**src/rtl/mbac_pkg.sv**
```systemverilog
package mbac_pkg;
  // Operation chosen on a clock edge, in priority order of decode
  typedef enum logic [2:0] {
    OP_IDLE     = 3'd0,
    OP_CNT_CLR  = 3'd1,
    OP_MSK_SET  = 3'd2,
    OP_CNT_LOAD = 3'd3,
    OP_MSK_LOAD = 3'd4,
    OP_STEP     = 3'd5
  } mbac_op_e;
endpackage

```
**src/rtl/mbac_rst_sync.sv**
```systemverilog
module mbac_rst_sync #(
  parameter int STAGES = 2
) (
  input  logic clk,
  input  logic arst_n,
  output logic srst_n
);
  logic [STAGES-1:0] sync_q;

  always_ff @(posedge clk or negedge arst_n) begin
    if (!arst_n) sync_q <= '0;
    else         sync_q <= {sync_q[STAGES-2:0], 1'b1};
  end

  assign srst_n = sync_q[STAGES-1];
endmodule

```
**src/rtl/mbac_decode.sv**
```systemverilog
module mbac_decode
  import mbac_pkg::*;
(
  input  logic     ads_n,
  input  logic     cnten_n,
  input  logic     cntrst_n,
  input  logic     cnt_sel,
  output mbac_op_e op
);
  always_comb begin
    if (!cntrst_n)                op = cnt_sel ? OP_CNT_CLR  : OP_MSK_SET;
    else if (!cnten_n && !ads_n)  op = cnt_sel ? OP_CNT_LOAD : OP_MSK_LOAD;
    else if (!cnten_n)            op = OP_STEP;
    else                          op = OP_IDLE;
  end
endmodule

```
**src/rtl/mbac_next.sv**
```systemverilog
module mbac_next
  import mbac_pkg::*;
#(
  parameter int AW = 18
) (
  input  mbac_op_e      op,
  input  logic [AW-1:0] cnt_q,
  input  logic [AW-1:0] msk_q,
  input  logic [AW-1:0] mir_q,
  input  logic [AW-1:0] addr_in,
  output logic [AW-1:0] cnt_d,
  output logic [AW-1:0] msk_d,
  output logic [AW-1:0] mir_d,
  output logic          cnt_en,
  output logic          msk_en,
  output logic          mir_en,
  output logic          wrap_hit
);
  logic [AW-1:0] step_w;
  logic [AW-1:0] free_q;
  logic [AW-1:0] free_inc;
  logic          field_full;

  assign step_w     = msk_q & (~msk_q + AW'(1));
  assign free_q     = cnt_q & msk_q;
  assign free_inc   = (free_q + step_w) & msk_q;
  assign field_full = (free_q == msk_q);

  always_comb begin
    cnt_d    = cnt_q;
    msk_d    = msk_q;
    mir_d    = mir_q;
    cnt_en   = 1'b0;
    msk_en   = 1'b0;
    mir_en   = 1'b0;
    wrap_hit = 1'b0;
    case (op)
      OP_CNT_CLR: begin
        cnt_d  = cnt_q & ~msk_q;
        mir_d  = cnt_q & ~msk_q;
        cnt_en = 1'b1;
        mir_en = 1'b1;
      end
      OP_MSK_SET: begin
        msk_d  = '1;
        msk_en = 1'b1;
      end
      OP_CNT_LOAD: begin
        cnt_d  = addr_in;
        mir_d  = addr_in;
        cnt_en = 1'b1;
        mir_en = 1'b1;
      end
      OP_MSK_LOAD: begin
        msk_d  = addr_in;
        msk_en = 1'b1;
      end
      OP_STEP: begin
        cnt_en   = 1'b1;
        wrap_hit = field_full;
        cnt_d    = field_full ? ((cnt_q & ~msk_q) | (mir_q & msk_q))
                              : ((cnt_q & ~msk_q) | free_inc);
      end
      default: ;
    endcase
  end
endmodule

```
**src/rtl/mbac_top.sv**
```systemverilog
module mbac_top
  import mbac_pkg::*;
#(
  parameter int AW = 18
) (
  input  logic          clk,
  input  logic          rst_n,
  input  logic          ads_n,
  input  logic          cnten_n,
  input  logic          cntrst_n,
  input  logic          cnt_sel,
  input  logic [AW-1:0] addr_in,
  output logic [AW-1:0] addr_out,
  output logic          cntint_n
);
  logic          srst_n;
  mbac_op_e      op;
  logic [AW-1:0] cnt_q, msk_q, mir_q;
  logic [AW-1:0] cnt_d, msk_d, mir_d;
  logic          cnt_en, msk_en, mir_en, wrap_hit;
  logic          cntint_q;

  mbac_rst_sync #(.STAGES(2)) u_rst (
    .clk(clk), .arst_n(rst_n), .srst_n(srst_n)
  );

  mbac_decode u_dec (
    .ads_n(ads_n), .cnten_n(cnten_n), .cntrst_n(cntrst_n),
    .cnt_sel(cnt_sel), .op(op)
  );

  mbac_next #(.AW(AW)) u_next (
    .op(op), .cnt_q(cnt_q), .msk_q(msk_q), .mir_q(mir_q), .addr_in(addr_in),
    .cnt_d(cnt_d), .msk_d(msk_d), .mir_d(mir_d),
    .cnt_en(cnt_en), .msk_en(msk_en), .mir_en(mir_en), .wrap_hit(wrap_hit)
  );

  always_ff @(posedge clk or negedge srst_n) begin
    if (!srst_n) begin
      cnt_q    <= '0;
      msk_q    <= '1;
      mir_q    <= '0;
      cntint_q <= 1'b1;
    end else begin
      if (cnt_en) cnt_q <= cnt_d;
      if (msk_en) msk_q <= msk_d;
      if (mir_en) mir_q <= mir_d;
      cntint_q <= ~wrap_hit;
    end
  end

  assign addr_out = cnt_q;
  assign cntint_n = cntint_q;

  // a counter load shows the external address one edge later
  assert_load_R2: assert property (@(posedge clk) disable iff (!srst_n)
    (cntrst_n && !ads_n && !cnten_n && cnt_sel) |=> (addr_out == $past(addr_in)));

  // mask operations leave the counter alone
  assert_mask_ops_keep_counter_R5: assert property (@(posedge clk) disable iff (!srst_n)
    (!cnt_sel && (!cntrst_n || (!ads_n && !cnten_n))) |=> $stable(addr_out));

  // a counter clear leaves no free bit set
  assert_clear_free_bits_R4: assert property (@(posedge clk) disable iff (!srst_n)
    (cnt_sel && !cntrst_n) |=> ((addr_out & $past(msk_q)) == '0));

  // idle edges hold the counter
  assert_hold_R10: assert property (@(posedge clk) disable iff (!srst_n)
    (cntrst_n && cnten_n) |=> $stable(addr_out));

  // the interrupt only follows a step
  assert_int_after_step_R9: assert property (@(posedge clk) disable iff (!srst_n)
    !cntint_n |-> $past(cntrst_n && !cnten_n && ads_n));

  // the mirror never moves on a step
  assert_mirror_stable_on_step_R8: assert property (@(posedge clk) disable iff (!srst_n)
    (cntrst_n && !cnten_n && ads_n) |=> $stable(mir_q));
endmodule

```
**config.mk**
```make
export PLATFORM = sky130hd
export DESIGN_NAME = mbac_top
export DESIGN_NICKNAME = d
export VERILOG_FILES = /design/src/rtl/mbac_pkg.sv /design/src/rtl/mbac_rst_sync.sv /design/src/rtl/mbac_decode.sv /design/src/rtl/mbac_next.sv /design/src/rtl/mbac_top.sv
export SDC_FILE = /design/constraint.sdc
export NUM_CORES = 1
export LEC_CHECK = 0
export BUFFER_PORTS_ARGS = -buffer_cell sky130_fd_sc_hd__buf_2
export CAP_MARGIN = 0
export CORE_ASPECT_RATIO = 1.4
export CORE_MARGIN = 5
export CORE_UTILIZATION = 44
export DETAILED_ROUTE_END_ITERATION = 6
export GPL_TIMING_DRIVEN = 1
export PLACE_DENSITY_LB_ADDON = 0.08
export SKIP_CTS_REPAIR_TIMING = 1
export SLEW_MARGIN = 40
export SYNTH_ARGS = -nofsm -noshare
export SYNTH_HDL_FRONTEND = slang
export SYNTH_HIERARCHICAL = 1
export SYNTH_SLANG_ARGS = --single-unit
```
**constraint.sdc**
```tcl
create_clock -name clk -period 4.67 [get_ports clk]
set_input_delay 0.2335 -clock clk [delete_from_list [all_inputs] [get_ports clk]]
set_output_delay 0.2335 -clock clk [all_outputs]
set_load 0.05 [all_outputs]
```
After elaboration in Yosys (flattened, before gate mapping)
Index checks and enable logic that the tools add are counted.
W data, S select, Z words.
Word-level totals
  word-level logic and storage cells: 47
  register bits after elaboration: 57
Cells by class
  bitwise logic cells: 9
  $add $sub $neg: 2
  multiplexer cells: 13
  reductions and logical operators: 12
  equality and inequality tests: 6
Operators with widths (number)
  $and A18 B18 Y18: 5
  $pmux W18 S2: 2
  $pmux W18 S3: 1
  $or A18 B18 Y18: 2
  $add A18 B1 Y18 const B: 1
  $add A18 B18 Y18: 1
  $eq A18 B18 Y1: 1
  $mux W18: 1
  $not A18 Y18: 1
  $mux W3: 4
  $eq A3 B2 Y1 const B: 2
  $eq A3 B3 Y1 const B: 2
  $reduce_and A2 Y1: 3
  $mux W1: 4
  $reduce_bool A2 Y1: 2
  $reduce_or A2 Y1: 2
  $eq A3 B1 Y1 const B: 1
  $reduce_bool A3 Y1: 1
  $reduce_or A3 Y1: 1
  $logic_not A1 Y1: 2
  $mux W2: 1
  $logic_and A1 B1 Y1: 1
  $not A1 Y1: 1

Logic depth before layout (Yosys ltp)
Gate-level depths: netlist (run 1).
  depth in word-level cells: 8
  mapped depth: 14
  depth with buffers taken out: 13

By module
The synthesis (run 1) kept the hierarchy.
By module, submodules not included
  mbac_next: sequential area each 0.0 um2, times used 1, cells an instance 482, area an instance 3032.9 um2
  mbac_top: sequential area each 1400.1 um2, times used 1, cells an instance 116, area an instance 2218.4 um2
  mbac_rst_sync: sequential area each 50.0 um2, times used 1, cells an instance 3, area an instance 53.8 um2
  mbac_decode: sequential area each 0.0 um2, times used 1, cells an instance 6, area an instance 35.0 um2

Least setup slack after synthesis (run 1)
No wires, ideal clock.
  path type: register to register
  start: reg msk_q[3]
  end: reg cnt_q[11], in the netlist addr_out[11]
  cell stages (with the launch flop): 14
  setup time: 0.125 ns
  data arrival time: 3.104 ns
  setup slack: 1.441 ns
  data required time: 4.545 ns
  path buffers: 2
  clock period less this slack: 3.229 ns
  cells stage by stage: dfstp_2 -> clkbuf_1 -> nor4_2 -> and2_1 -> and4_1 -> ha_1 -> buf_2 -> and3_1 -> a221o_1 -> a31oi_1 -> o21ai_0 -> a211o_1 -> a31o_1 -> mux2_4
On the way
  cells in the longest elaborated chain, start to end: 8
  elaborated cells on any way between the ends: 10
  classes of those cells: 2 x add/sub; 1 x eq/ne; 2 x mux; 5 x bitwise
RTL lines
  start, declared: RTL line mbac_top.sv:18  | logic [AW-1:0] cnt_q, msk_q, mir_q;
  start signal, assigned: RTL line mbac_top.sv:46  | if (msk_en) msk_q <= msk_d;
  $not A18 Y18: RTL line mbac_next.sv:24  | assign step_w = msk_q & (~msk_q + AW'(1));
  $add A18 B1 Y18: RTL line mbac_next.sv:24
  $and A18 B18 Y18: RTL line mbac_next.sv:24
  $add A18 B18 Y18: RTL line mbac_next.sv:26  | assign free_inc = (free_q + step_w) & msk_q;
  $and A18 B18 Y18: RTL line mbac_next.sv:26
  $or A18 B18 Y18: RTL line mbac_next.sv:62  | : ((cnt_q & ~msk_q) | free_inc);
  $mux W18 *: RTL line mbac_next.sv:61  | cnt_d = field_full ? ((cnt_q & ~msk_q) | (mir_q & msk_q))
  $pmux W18 S3 *: RTL line mbac_next.sv:37  | case (op)
  net cnt_d[11]: RTL line mbac_top.sv:19  | logic [AW-1:0] cnt_d, msk_d, mir_d;
  end signal, assigned: RTL line mbac_top.sv:45  | if (cnt_en) cnt_q <= cnt_d;
  end, declared: RTL line mbac_top.sv:18
The timed path passes the listed nets; every way through them passes the cells marked *.
A chain may end at the register's enable or synchronous reset.

Worst setup path in the final report (run 1)
  start: reg msk_q[2]
  end: reg cnt_q[15], in the netlist addr_out[15]
The elaborated chain is that of the path after synthesis.

==> out/qor.yml, run 1 <==
synth:
  syn_area_um2: 5340
  yosysTopAreaCellShare: 0.1781
  synth_edf_count: 0
  syn_inst: 607
  syn_area_per_cell_um2: 8.798
  seq_area_frac_synth: 0.2716
  async_flop_share: 1.000
  syn_nets: 648
  synth.most_common_cell: "nor2_1"
  ys_warn_count: 6
  synth-seq-cells: 57
  yosysUniqueCellTypes: 67
  synth_common_cells: "nor2_1 (59), a21oi_1 (47), dfrtp_1 (38)"
  synth_area_leaders: "dfrtp_1 (18%), dfstp_2 (9.3%), mux2_4 (8.4%)"
  ys.flop_type: "dfrtp_1"
  synth_area_leader_cell: "dfrtp_1"
finish:
  final_area_um2: 5904
  nFillCells: 1159
  diodes: 0
  nets: 661
  area_delta_synth_final_pct: 10.57
  drive_gt1_frac: 0.2624
  instances_no_fill: 772
timing:
  finalSetupViolCount: 0
  holdWs_ns: 0.2083
  rsz0062_at_grt: "false"
  max_freq_ghz: 0.2720
  hold_violations: 0
  clock_skew_ns: 0.009243
  final.period_utilization: 0.7872
  worstMarginPinSlew_ns: 0.7964
  finalCriticalPeriod_ns: 3.676
  maxSlewViolCount: 0
  setup_tns_ns: 0
  slew_headroom: 0.4667
power:
  p_per_area_nw_per_um2: 607.4
  p_sw_mw: 1.583
  max-vdd-ir-drop_mv: 0.3078
  seqPwrFrac: 0.343
  p_clk_frac: 0.202
  p_comb_frac: 0.455
  switching_share: 0.4415
  p_int_mw: 2.003
  leakage_nw: 2.567
clock_network:
  clock-sinks: 57
  cts_buffers: 9
  clock_latency_ns: 0.34
  cts_tree: "yes"
  cts_root_buf: "clkbuf_16"
  cts-htree-levels: 3
  clk_pin_slew_ns: 0.06
  cts_buffer_depth: 2
floorplan:
  die_y_um: 140.4
  core-area_um2: 11880
  fp.dieArea_um2: 14470
  row_count: 47
  io_pins: 43
  start_util: 0.4495
  die_x_um: 103.1
global_routing:
  grt_pass1_wl_mm: 25.88
  grt_pass1_vias: 4805
  antenna_found_initial: 0
  grt.total_usage: 0.2298
  grt_overflow: 0
  grt_max_degree: 56
critical_path:
  crit_type: "reg2reg"
  worstPathArrival_ns: 3.89
  critPathRequiredTime_ns: 4.88
  cp_max_fo: 9
  cp-start-kind: "flop"
  crit_path_end_kind: "flop"
detailed_routing:
  wirelength_mm: 16.20
  wl_per_cell_um: 20.99
  vias: 4852
  drc: 0
  vias_per_cell: 6.285
  drt-initial-drc-count: 377
  ant_nets: 0
  dr.pass1.iters: 5
placed_design:
  dpl_cell_area_um2: 5562
  dp.cells: 755
  gp_congestion: 0.9509
  io_buffers: 42
  dp_hpwl_mm: 11.28
min_path:
  holdCritPathClass: "in2async"
status:
  run_status: "finished clean"
flow_run:
  cap_violations: 0
routing by layer:
metal  global-route usage  up-vias  part of all wire
met1               0.2775     2368              0.41
met3              0.04478       30             0.046
met2               0.3943      150              0.51
li1                     -     2304                 -
met5                    0        -                 0
met4              0.08868        0             0.028
power groups by stage:
stage | Combinational (mW) | Sequential [mW] | Clock, mW
2_1_floorplan | 1.22 | 1.23 | 0
3_3_place_gp | 1.61 | 1.23 | 0
3_5_place_dp | 1.62 | 1.23 | 0
4_1_cts | 1.63 | 1.23 | 0.740
5_1_grt | 1.77 | 1.29 | 0.763
6_report | 1.63 | 1.23 | 0.724
registers in the layout, indices dropped and copies added, names as in the netlist:
name,cells
cntint_n,1
msk_q,18
addr_out,18
u_rst/sync_q,2
mir_q,18
through the flow:
stage / util / power (mW) / setup slack (ns)
after floorplan: - / 2.449 / 1.441
after global placement: 0.4673 / 2.832 / 1.181
after detailed placement: 0.4682 / 2.856 / 1.082
after CTS: 0.4953 / 3.603 / 0.9956
after global routing: 0.4971 / 3.822 / 0.7175
final: 0.4971 / 3.586 / 0.9939
cells in the final DEF (no fill, tap or decap), types with 8 or more instances in the layout:
cell type and n:
o22a_1 25, ha_1 16, a21oi_1 45, nand3_1 12, buf_4 10, nand2_1 23, nor3_1 10, nand4_1 16
a22oi_1 32, mux2_2 25, dfrtp_1 37, mux2_4 30, a21o_1 9, inv_1 17, nand2b_1 10, clkbuf_16 9
xnor2_1 8, nor2_1 58, buf_2 42, o21ai_0 35, and2_1 20, a22o_1 18, dfstp_2 19
area by class of cell:
cell class,count,area (µm²),area share
inverters,18,70.07,0.01187
flip-flops and latches,57,1451,0.2458
clock inverters,5,78.83,0.01335
well taps,147,183.9,0.03115
repair buffers,54,306.5,0.05192
multi-input cells,480,3571,0.6048
clock buffers,11,242.7,0.04111
worst paths after layout:
kind | startpoint | to | slack (ns) | depth (start not counted)
max | msk_q[2] | addr_out[15] | 0.99 | 12
min | rst_n | u_rst/sync_q[0] | 0.21 | 2
max reg2reg | msk_q[2] | addr_out[15] | 0.99 | 12
min reg2reg | u_rst/sync_q[1] | mir_q[1] | 0.33 | 1
max in group asynchronous | u_rst/sync_q[1] | msk_q[13] | 3.94 | 1
min in group clk | u_rst/sync_q[0] | u_rst/sync_q[1] | 0.35 | 0
critical path, stage by stage, from the launching register on:
cell and delay (ns):
dfstp_2 0.40, nor4_2 0.42, nand2_1 0.28, nor3_1 0.37
nor3b_1 0.27, ha_1 0.36, and4_1 0.26, nand3_1 0.10
o22ai_1 0.12, o41ai_1 0.45, nor4b_1 0.09, nand3b_1 0.17
mux2_2 0.26
logic make-up (layout without fill, tap and decap cells):
group / count (synthesis) / in the layout / share of synthesized area
AO/OA/AOI/OAI: 210 / 210 / 0.2751
XOR/XNOR: 12 / 12 / 0.01968
adder cells (fa/ha/maj): 17 / 17 / 0.04124
buffers and inverters: 70 / 88 / 0.06748
flip-flops: 57 / 57 / 0.2716
multiplexers: 60 / 60 / 0.1464
other: 1 / 1 / 0.0007022
AND/OR/NAND/NOR: 180 / 180 / 0.1778
Note: power is estimated with default switching activity, not from simulation.
==> run 2, diff against run 1 <==
--- a/config.mk
+++ b/config.mk
@@ -5,6 +5,7 @@
 export SDC_FILE = /design/constraint.sdc
 export NUM_CORES = 1
 export LEC_CHECK = 0
+export ABC_AREA = 1
 export BUFFER_PORTS_ARGS = -buffer_cell sky130_fd_sc_hd__buf_2
 export CAP_MARGIN = 0
 export CORE_ASPECT_RATIO = 1.4
==> constraint.sdc (replaced) <==
create_clock -name clk -period 3.2 [get_ports clk]
set_input_delay 0.16 -clock clk [delete_from_list [all_inputs] [get_ports clk]]
set_output_delay 0.16 -clock clk [all_outputs]
set_load 0.05 [all_outputs]
==> run 2 against run 1 <==
  * Area after synthesis decreased by 2.8%
  * Non-clock buffer count is 3 higher
  * Count of clock-buffer cells in the layout is 1 higher
  * Register-to-register slack worse by 0.70 ns
  * Cell count increased by 36%
  * Via count up 19%
  * First-iteration DRC count is 23% higher
  * Global-route usage up 2.4 points
  * Cell area fell by 0.38%
  * Combinational power increased by 23%
==> out/qor.yml, run 2 <==
synth:
  synth_common_cells: "nand2_1 (335), inv_1 (121), nor2_1 (83)"  # was nor2_1 (59), a21oi_1 (47), dfrtp_1 (38)
  synth_top_family_by_area: "simple AND/OR/NAND/NOR gates"  # was compound AO/OA/AOI/OAI gates
  synth_compound_area_frac: 0.1154  # was 0.2751
  synthAdderAreaFrac: 0.04241  # was 0.04124
  synth_edf_count: 0  # unchanged
  muxShareOfSynthArea: 0  # was 0.1464
  synth.most_common_cell: "nand2_1"  # was nor2_1
  synth_xor_area_frac: 0.01012  # was 0.01968
  ys_warn_count: 6  # unchanged
  ys.flop_type: "dfrtp_1"  # unchanged
  async_flop_share: 1.000  # unchanged
  yosysUniqueCellTypes: 42  # was 67
  seq_area_frac_synth: 0.2793  # was 0.2716
  synth_area_leader_cell: "nand2_1"  # was dfrtp_1
  syn_area_um2: 5192  # was 5340 µm²
  yosys.area_share.simple: 0.4193  # was 0.1778
  synth_area_leaders: "nand2_1 (24%), dfrtp_1 (18%), dfstp_2 (9.6%)"  # was dfrtp_1 (18%), dfstp_2 (9.3%), mux2_4 (8.4%)
  synth-seq-cells: 57  # unchanged
  syn_inst: 854  # was 607
  syn_area_per_cell_um2: 6.080  # was 8.798 µm²
  syn_nets: 895  # was 648
  yosysTopAreaCellShare: 0.2422  # was 0.1781
detailed_routing:
  dr.pass1.iters: 7  # was 5
  drt-initial-drc-count: 462  # was 377
  vias: 5756  # was 4852
  vias_per_cell: 5.477  # was 6.285
  ant_nets: 0  # unchanged
  wirelength_mm: 17.64  # was 16.20 mm
  drc: 0  # unchanged
  wl_per_cell_um: 16.79  # was 20.99 µm
critical_path:
  cp_max_fo: 8  # was 9
  cpMostUsedCell: "nand2_1"
  crit_path_end_kind: "flop"  # unchanged
  cp_cell_sequence: "inv_1 -> nand3_2 -> nor2_4 -> inv_1 -> nor2_2 -> inv_1 -> nor4_1 -> ha_1 -> a21oi_2 -> o21ai_0 -> a21oi_2 -> nand2_1 -> nand2_1 -> nand3_1 -> nand2_1 -> nand2_1 -> nand2_1 -> nand4_1 -> nand2_1 -> nand2_1"  # was nor4_2 -> nand2_1 -> nor3_1 -> nor3b_1 -> ha_1 -> and4_1 -> nand3_1 -> o22ai_1 -> o41ai_1 -> nor4b_1 -> nand3b_1 -> mux2_2
  cp-start-kind: "flop"  # unchanged
  rr_endpoint: "addr_out[16]"  # was addr_out[15]
  worstPathArrival_ns: 3.14  # was 3.89 ns
  cp_slowest_cell: "dfstp_2"  # was o41ai_1
  rrSetupSlack_ns: 0.30  # was 0.99 ns
  worst_r2r_startpoint: "msk_q[0]"  # was msk_q[2]
  rr_worst_depth: 20  # was 12
  critPathRequiredTime_ns: 3.43  # was 4.88 ns
  crit_type: "reg2reg"  # unchanged
  max_stage_delay_ns: 0.40  # was 0.45 ns
global_routing:
  grt_max_degree: 33  # was 56
  antenna_found_initial: 0  # unchanged
  grt_pass1_vias: 5541  # was 4805
  grt.total_usage: 0.2535  # was 0.2298
  grt_pass1_wl_mm: 28.04  # was 25.88 mm
  grt_overflow: 0  # unchanged
finish:
  nets: 940  # was 661
  drive_gt1_frac: 0.1405  # was 0.2624
  final_area_um2: 5882  # was 5904 µm²
  nFillCells: 1247  # was 1159
  instances_no_fill: 1051  # was 772
  multi_input_area_um2: 3092  # was 3571 µm²
  diodes: 0  # unchanged
  area_delta_synth_final_pct: 13.28  # was 10.57%
  final-seq-area_um2: 1451  # unchanged
  final_cell_mix: "nand2_1 (335), inv_1 (121), nor2_1 (81)"  # was nor2_1 (58), a21oi_1 (45), buf_2 (42)
  final_common_cell: "nand2_1"  # was nor2_1
power:
  switching_share: 0.4743  # was 0.4415
  p_comb_frac: 0.453  # was 0.455
  p_sw_mw: 2.095  # was 1.583 mW
  p_total_mw: 4.416  # was 3.586 mW
  max-vdd-ir-drop_mv: 0.3560  # was 0.3078 mV
  leakage_nw: 3.230  # was 2.567 nW
  p_int_mw: 2.322  # was 2.003 mW
  seqPwrFrac: 0.317  # was 0.343
  p_clk_frac: 0.230  # was 0.202
  p_per_area_nw_per_um2: 750.8  # was 607.4 nW/µm²
floorplan:
  die_x_um: 101.8  # was 103.1 µm
  start_util: 0.4437  # was 0.4495
  io_pins: 43  # unchanged
  core-area_um2: 11700  # was 11880 µm²
  row_count: 47  # unchanged
  die_y_um: 138.5  # was 140.4 µm
  fp.dieArea_um2: 14100  # was 14470 µm²
clock_network:
  cts_tree: "yes"  # unchanged
  clock_latency_ns: 0.34  # about the same
  cts_root_buf: "clkbuf_16"  # unchanged
  clock-sinks: 57  # unchanged
  cts-htree-levels: 3  # unchanged
  cts_buffer_depth: 2  # unchanged
  clk_pin_slew_ns: 0.06  # about the same
  cts_buffers: 9  # unchanged
timing:
  max_freq_ghz: 0.3443  # was 0.2720 GHz
  setup_tns_ns: 0  # unchanged
  clock_skew_ns: 0.006780  # was 0.009243 ns
  maxSlewViolCount: 0  # unchanged
  worstMarginPinSlew_ns: 0.8023  # was 0.7964 ns
  rsz0062_at_grt: "false"  # unchanged
  hold_violations: 0  # unchanged
  slew_headroom: 0.4645  # was 0.4667
  finalCriticalPeriod_ns: 2.905  # was 3.676 ns
  finalSetupViolCount: 0  # unchanged
  final.period_utilization: 0.9077  # was 0.7872
  holdWs_ns: 0.1196  # was 0.2083 ns
placed_design:
  io_buffers: 42  # unchanged
  gp_congestion: 0.9698  # was 0.9509
  dp.cells: 1032  # was 755
  dpl_cell_area_um2: 5514  # was 5562 µm²
  dp_hpwl_mm: 12.46  # was 11.28 mm
min_path:
  holdCritPathClass: "in2async"  # unchanged
status:
  run_status: "finished clean"  # unchanged
flow_run:
  cap_violations: 0  # unchanged
==> run 2: cell count changes in the layout (fill, tap and decap cells not counted), sizes merged, moves of 22 or more <==
cell   delta
and2     -22
inv     +112
mux2     -55
nand2   +320
nand3    +34
nor2     +30
nor3     +22
o22a     -25
==> run 2: through the flow <==
stage,worst slack (ns),util
finish,0.2954,0.5026
global route,0.03109,0.5026
CTS,0.02081,0.4976
detailed placement,0.03330,0.4712
global placement,0.1081,0.4708
floorplan,0.6186,-
==> run 2: layer usage <==
metal	routed length, µm	vias to the layer above	track usage
met5	0	-	0
met4	562	0	0.1030
met3	1586	50	0.04227
met2	7932	263	0.3893
met1	7562	2666	0.3519
li1	-	2777	-
==> run 2: worst max path at each step <==
| stage | from | to | slack [ns] | cells after the start |
|---|---|---|---|---|
| 2_1_floorplan | msk_q[1] | addr_out[15] | 0.62 | 19 |
| 3_3_place_gp | msk_q[0] | addr_out[16] | 0.11 | 20 |
| 3_5_place_dp | msk_q[0] | addr_out[15] | 0.03 | 19 |
| 4_1_cts | msk_q[0] | addr_out[15] | 0.02 | 19 |
| 5_1_grt | msk_q[0] | addr_out[12] | 0.03 | 20 |
| 6_report | msk_q[0] | addr_out[16] | 0.30 | 20 |
==> run 2: kinds of logic (layout without fill, tap and decap cells) <==
logic type	Yosys count	in the layout
AO/OA/AOI/OAI	94	94
XOR/XNOR	6	6
adder cells (fa/ha/maj)	17	17
buffers and inverters	153	203
flip-flops	57	57
other	1	1
AND/OR/NAND/NOR	526	526
==> run 2: layout make-up <==
class	instances	area share
Inverter	130	0.08636
Clock buffer	12	0.04361
Timing Repair Buffer	57	0.05743
Clock inverter	4	0.008934
Sequential cell	57	0.2468
Tap cell	147	0.03127
Multi-Input combinational cell	644	0.5256
==> run 2: power by group through the flow <==
| stage | registers [mW] | logic, mW | clock network [mW] |
|---|---|---|---|
| CTS | 1.40 | 1.96 | 1.03 |
| global placement | 1.39 | 1.93 | 0 |
| floorplan | 1.56 | 1.25 | 0 |
| detailed placement | 1.40 | 1.95 | 0 |
| global route | 1.44 | 2.21 | 1.05 |
| finish | 1.40 | 2.00 | 1.02 |
==> run 2: worst max-delay path, delay by kind of cell, from the launching register on <==
family                     cells  cell delay, ns
AOI/OAI and AO/OA              3            0.51
adders and majority gates      1            0.35
buffers and inverters          3            0.28
DFF                            1            0.40
and+or+nand+nor               13            1.23
==> run 3, diff against run 2 <==
--- a/config.mk
+++ b/config.mk
@@ -8,9 +8,8 @@
 export ABC_AREA = 1
 export BUFFER_PORTS_ARGS = -buffer_cell sky130_fd_sc_hd__buf_2
 export CAP_MARGIN = 0
-export CORE_ASPECT_RATIO = 1.4
 export CORE_MARGIN = 5
-export CORE_UTILIZATION = 44
+export CORE_UTILIZATION = 56
 export DETAILED_ROUTE_END_ITERATION = 6
 export GPL_TIMING_DRIVEN = 1
 export PLACE_DENSITY_LB_ADDON = 0.08
==> run 3 against run 2 <==
  * Count of clock-buffer cells in the layout increased by 2
  * Total power decreased by 6.1%
  * Combinational power about the same
  * Cell area decreased by 2.6%
  * Non-clock buffer count decreased by 3
  * Global-route usage increased by 4.5 points
  * Critical path type unchanged
  * Largest cell class unchanged
==> out/qor.yml, run 3 (synthesized netlist as in run 2, its figures left out) <==
status:
  run_status: "finished clean"  # unchanged
timing:
  finalCriticalPeriod_ns: 2.998  # was 2.905 ns
  clock_skew_ns: 0.01094  # was 0.006780 ns
  worstMarginPinSlew_ns: 0.8208  # was 0.8023 ns
  max_freq_ghz: 0.3336  # was 0.3443 GHz
  maxSlewViolCount: 0  # unchanged
  slew_headroom: 0.4494  # was 0.4645
  hold_violations: 0  # unchanged
  finalSetupViolCount: 0  # unchanged
  final.period_utilization: 0.9368  # was 0.9077
detailed_routing:
  ant_nets: 0  # unchanged
  dr.pass1.iters: 5  # was 7
  vias_per_cell: 5.664  # was 5.477
  drt-initial-drc-count: 534  # was 462
  wirelength_mm: 16.53  # was 17.64 mm
  wl_per_cell_um: 16.34  # was 16.79 µm
  drc: 0  # unchanged
  vias: 5732  # was 5756
critical_path:
  cp_max_fo: 8  # unchanged
  critPathRequiredTime_ns: 3.48  # was 3.43 ns
  cp-start-kind: "flop"  # unchanged
  crit_type: "reg2reg"  # unchanged
  crit_path_end_kind: "flop"  # unchanged
  rr_worst_depth: 21  # was 20
  startpoint: "msk_q[0]"  # unchanged
  rr_endpoint: "addr_out[17]"  # was addr_out[16]
  rrSetupSlack_ns: 0.20  # was 0.30 ns
  worstPathArrival_ns: 3.28  # was 3.14 ns
  worst_r2r_startpoint: "msk_q[0]"  # unchanged
global_routing:
  grt.total_usage: 0.2987  # was 0.2535
  grt_pass1_wl_mm: 26.66  # was 28.04 mm
  antenna_found_initial: 0  # unchanged
  grt_max_degree: 41  # was 33
  grt_pass1_vias: 5374  # was 5541
  grt_overflow: 0  # unchanged
clock_network:
  cts_root_buf: "clkbuf_8"  # was clkbuf_16
  clk_pin_slew_ns: 0.07  # was 0.06 ns
  cts-htree-levels: 3  # unchanged
  clock_latency_ns: 0.35  # was 0.34 ns
  clock-sinks: 57  # unchanged
  cts_buffer_depth: 2  # unchanged
  cts_buffers: 9  # unchanged
  cts_tree: "yes"  # unchanged
finish:
  post-route-util: 0.6261  # was 0.5026
  area_delta_synth_final_pct: 10.36  # was 13.28%
  nets: 937  # was 940
  drive_gt1_frac: 0.1432  # was 0.1405
  final_common_cell: "nand2_1"  # unchanged
  nFillCells: 901  # was 1247
  final_cell_mix: "nand2_1 (335), inv_1 (119), nor2_1 (81)"  # was nand2_1 (335), inv_1 (121), nor2_1 (81)
  diodes: 0  # unchanged
floorplan:
  row_count: 35  # was 47
  die_y_um: 106.3  # was 138.5 µm
  die_x_um: 106.3  # was 101.8 µm
  core-area_um2: 9153  # was 11700 µm²
  fp.dieArea_um2: 11300  # was 14100 µm²
  start_util: 0.5673  # was 0.4437
  io_pins: 43  # unchanged
placed_design:
  dp_hpwl_mm: 11.79  # was 12.46 mm
  gp_congestion: 0.9912  # was 0.9698
  io_buffers: 42  # unchanged
flow_run:
  cap_violations: 0  # unchanged
power:
  seqPwrFrac: 0.339  # was 0.317
  p_int_mw: 2.087  # was 2.322 mW
  p_clk_frac: 0.179  # was 0.230
  leakage_nw: 3.171  # was 3.230 nW
  p_sw_mw: 2.058  # was 2.095 mW
  p_per_area_nw_per_um2: 723.3  # was 750.8 nW/µm²
  p_total_mw: 4.145  # was 4.416 mW
  max-vdd-ir-drop_mv: 0.4027  # was 0.3560 mV
  switching_share: 0.4966  # was 0.4743
  p_comb_frac: 0.482  # was 0.453
min_path:
  holdCritPathClass: "in2async"  # unchanged
[run 3: worst max-delay path by stage]
| stage | depth (start not counted) | to |
|---|---|---|
| floorplan | 19 | addr_out[15] |
| global placement | 19 | addr_out[15] |
| detailed placement | 19 | addr_out[15] |
| CTS | 19 | addr_out[15] |
| global route | 19 | addr_out[16] |
| finish | 21 | addr_out[17] |
[run 3: worst max-delay path: stages (launching register included)]
cell	delay (ns)
dfstp_2	0.41
inv_1	0.14
nand3_2	0.14
nor2_4	0.16
inv_1	0.07
nor2_1	0.15
nand3_1	0.16
nor2_1	0.14
ha_1	0.30
a21oi_1	0.19
o21ai_0	0.18
nand2_1	0.09
nand2_1	0.06
a21oi_1	0.13
nand2_1	0.07
nand3_1	0.10
nand2_1	0.07
nand2_1	0.05
nand2_1	0.04
a21oi_1	0.13
nand2_1	0.06
nand2_1	0.07
[run 3: final cells by class]
cell class              count  area [µm²]  share of cell area
multi-input cells         644        3122              0.5448
flip-flops and latches     57        1451              0.2533
inverters                 130       508.0             0.08865
repair buffers             54       302.8             0.05284
clock buffers              14       172.7             0.03013
well taps                 111       138.9             0.02424
clock inverters             2       35.03            0.006114
[run 3: metrics by stage]
stage          instances  worst slack [ns]  hold slack [ns]  cell area [µm²]  setup TNS (ns)
3_5_place_dp         993           0.09805         -0.04824             5436               0
5_1_grt             1012          -0.01826           0.1290             5731        -0.02212
2_1_floorplan        854            0.6186          -0.1356             5192               0
6_report            1012            0.2021           0.1242             5731               0
4_1_cts             1009           0.07535          -0.4145             5644               0
3_3_place_gp         993            0.1677         -0.05060             5429               0
[run 3: per-layer routing]
metal / vias to the layer above / part of all wire / track usage
met5: - / 0 / 0
met1: 2623 / 0.45 / 0.4325
met2: 299 / 0.43 / 0.4430
met3: 27 / 0.11 / 0.06011
met4: 0 / 0.016 / 0.1018
li1: 2783 / - / -
[run 3: power by group through the flow]
stage | registers, mW | logic (mW) | clock network [mW]
after floorplan | 1.56 | 1.25 | 0
after global placement | 1.38 | 1.89 | 0
after detailed placement | 1.40 | 1.92 | 0
after CTS | 1.38 | 1.94 | 0.751
after global routing | 1.45 | 2.21 | 0.785
final | 1.41 | 2.00 | 0.742
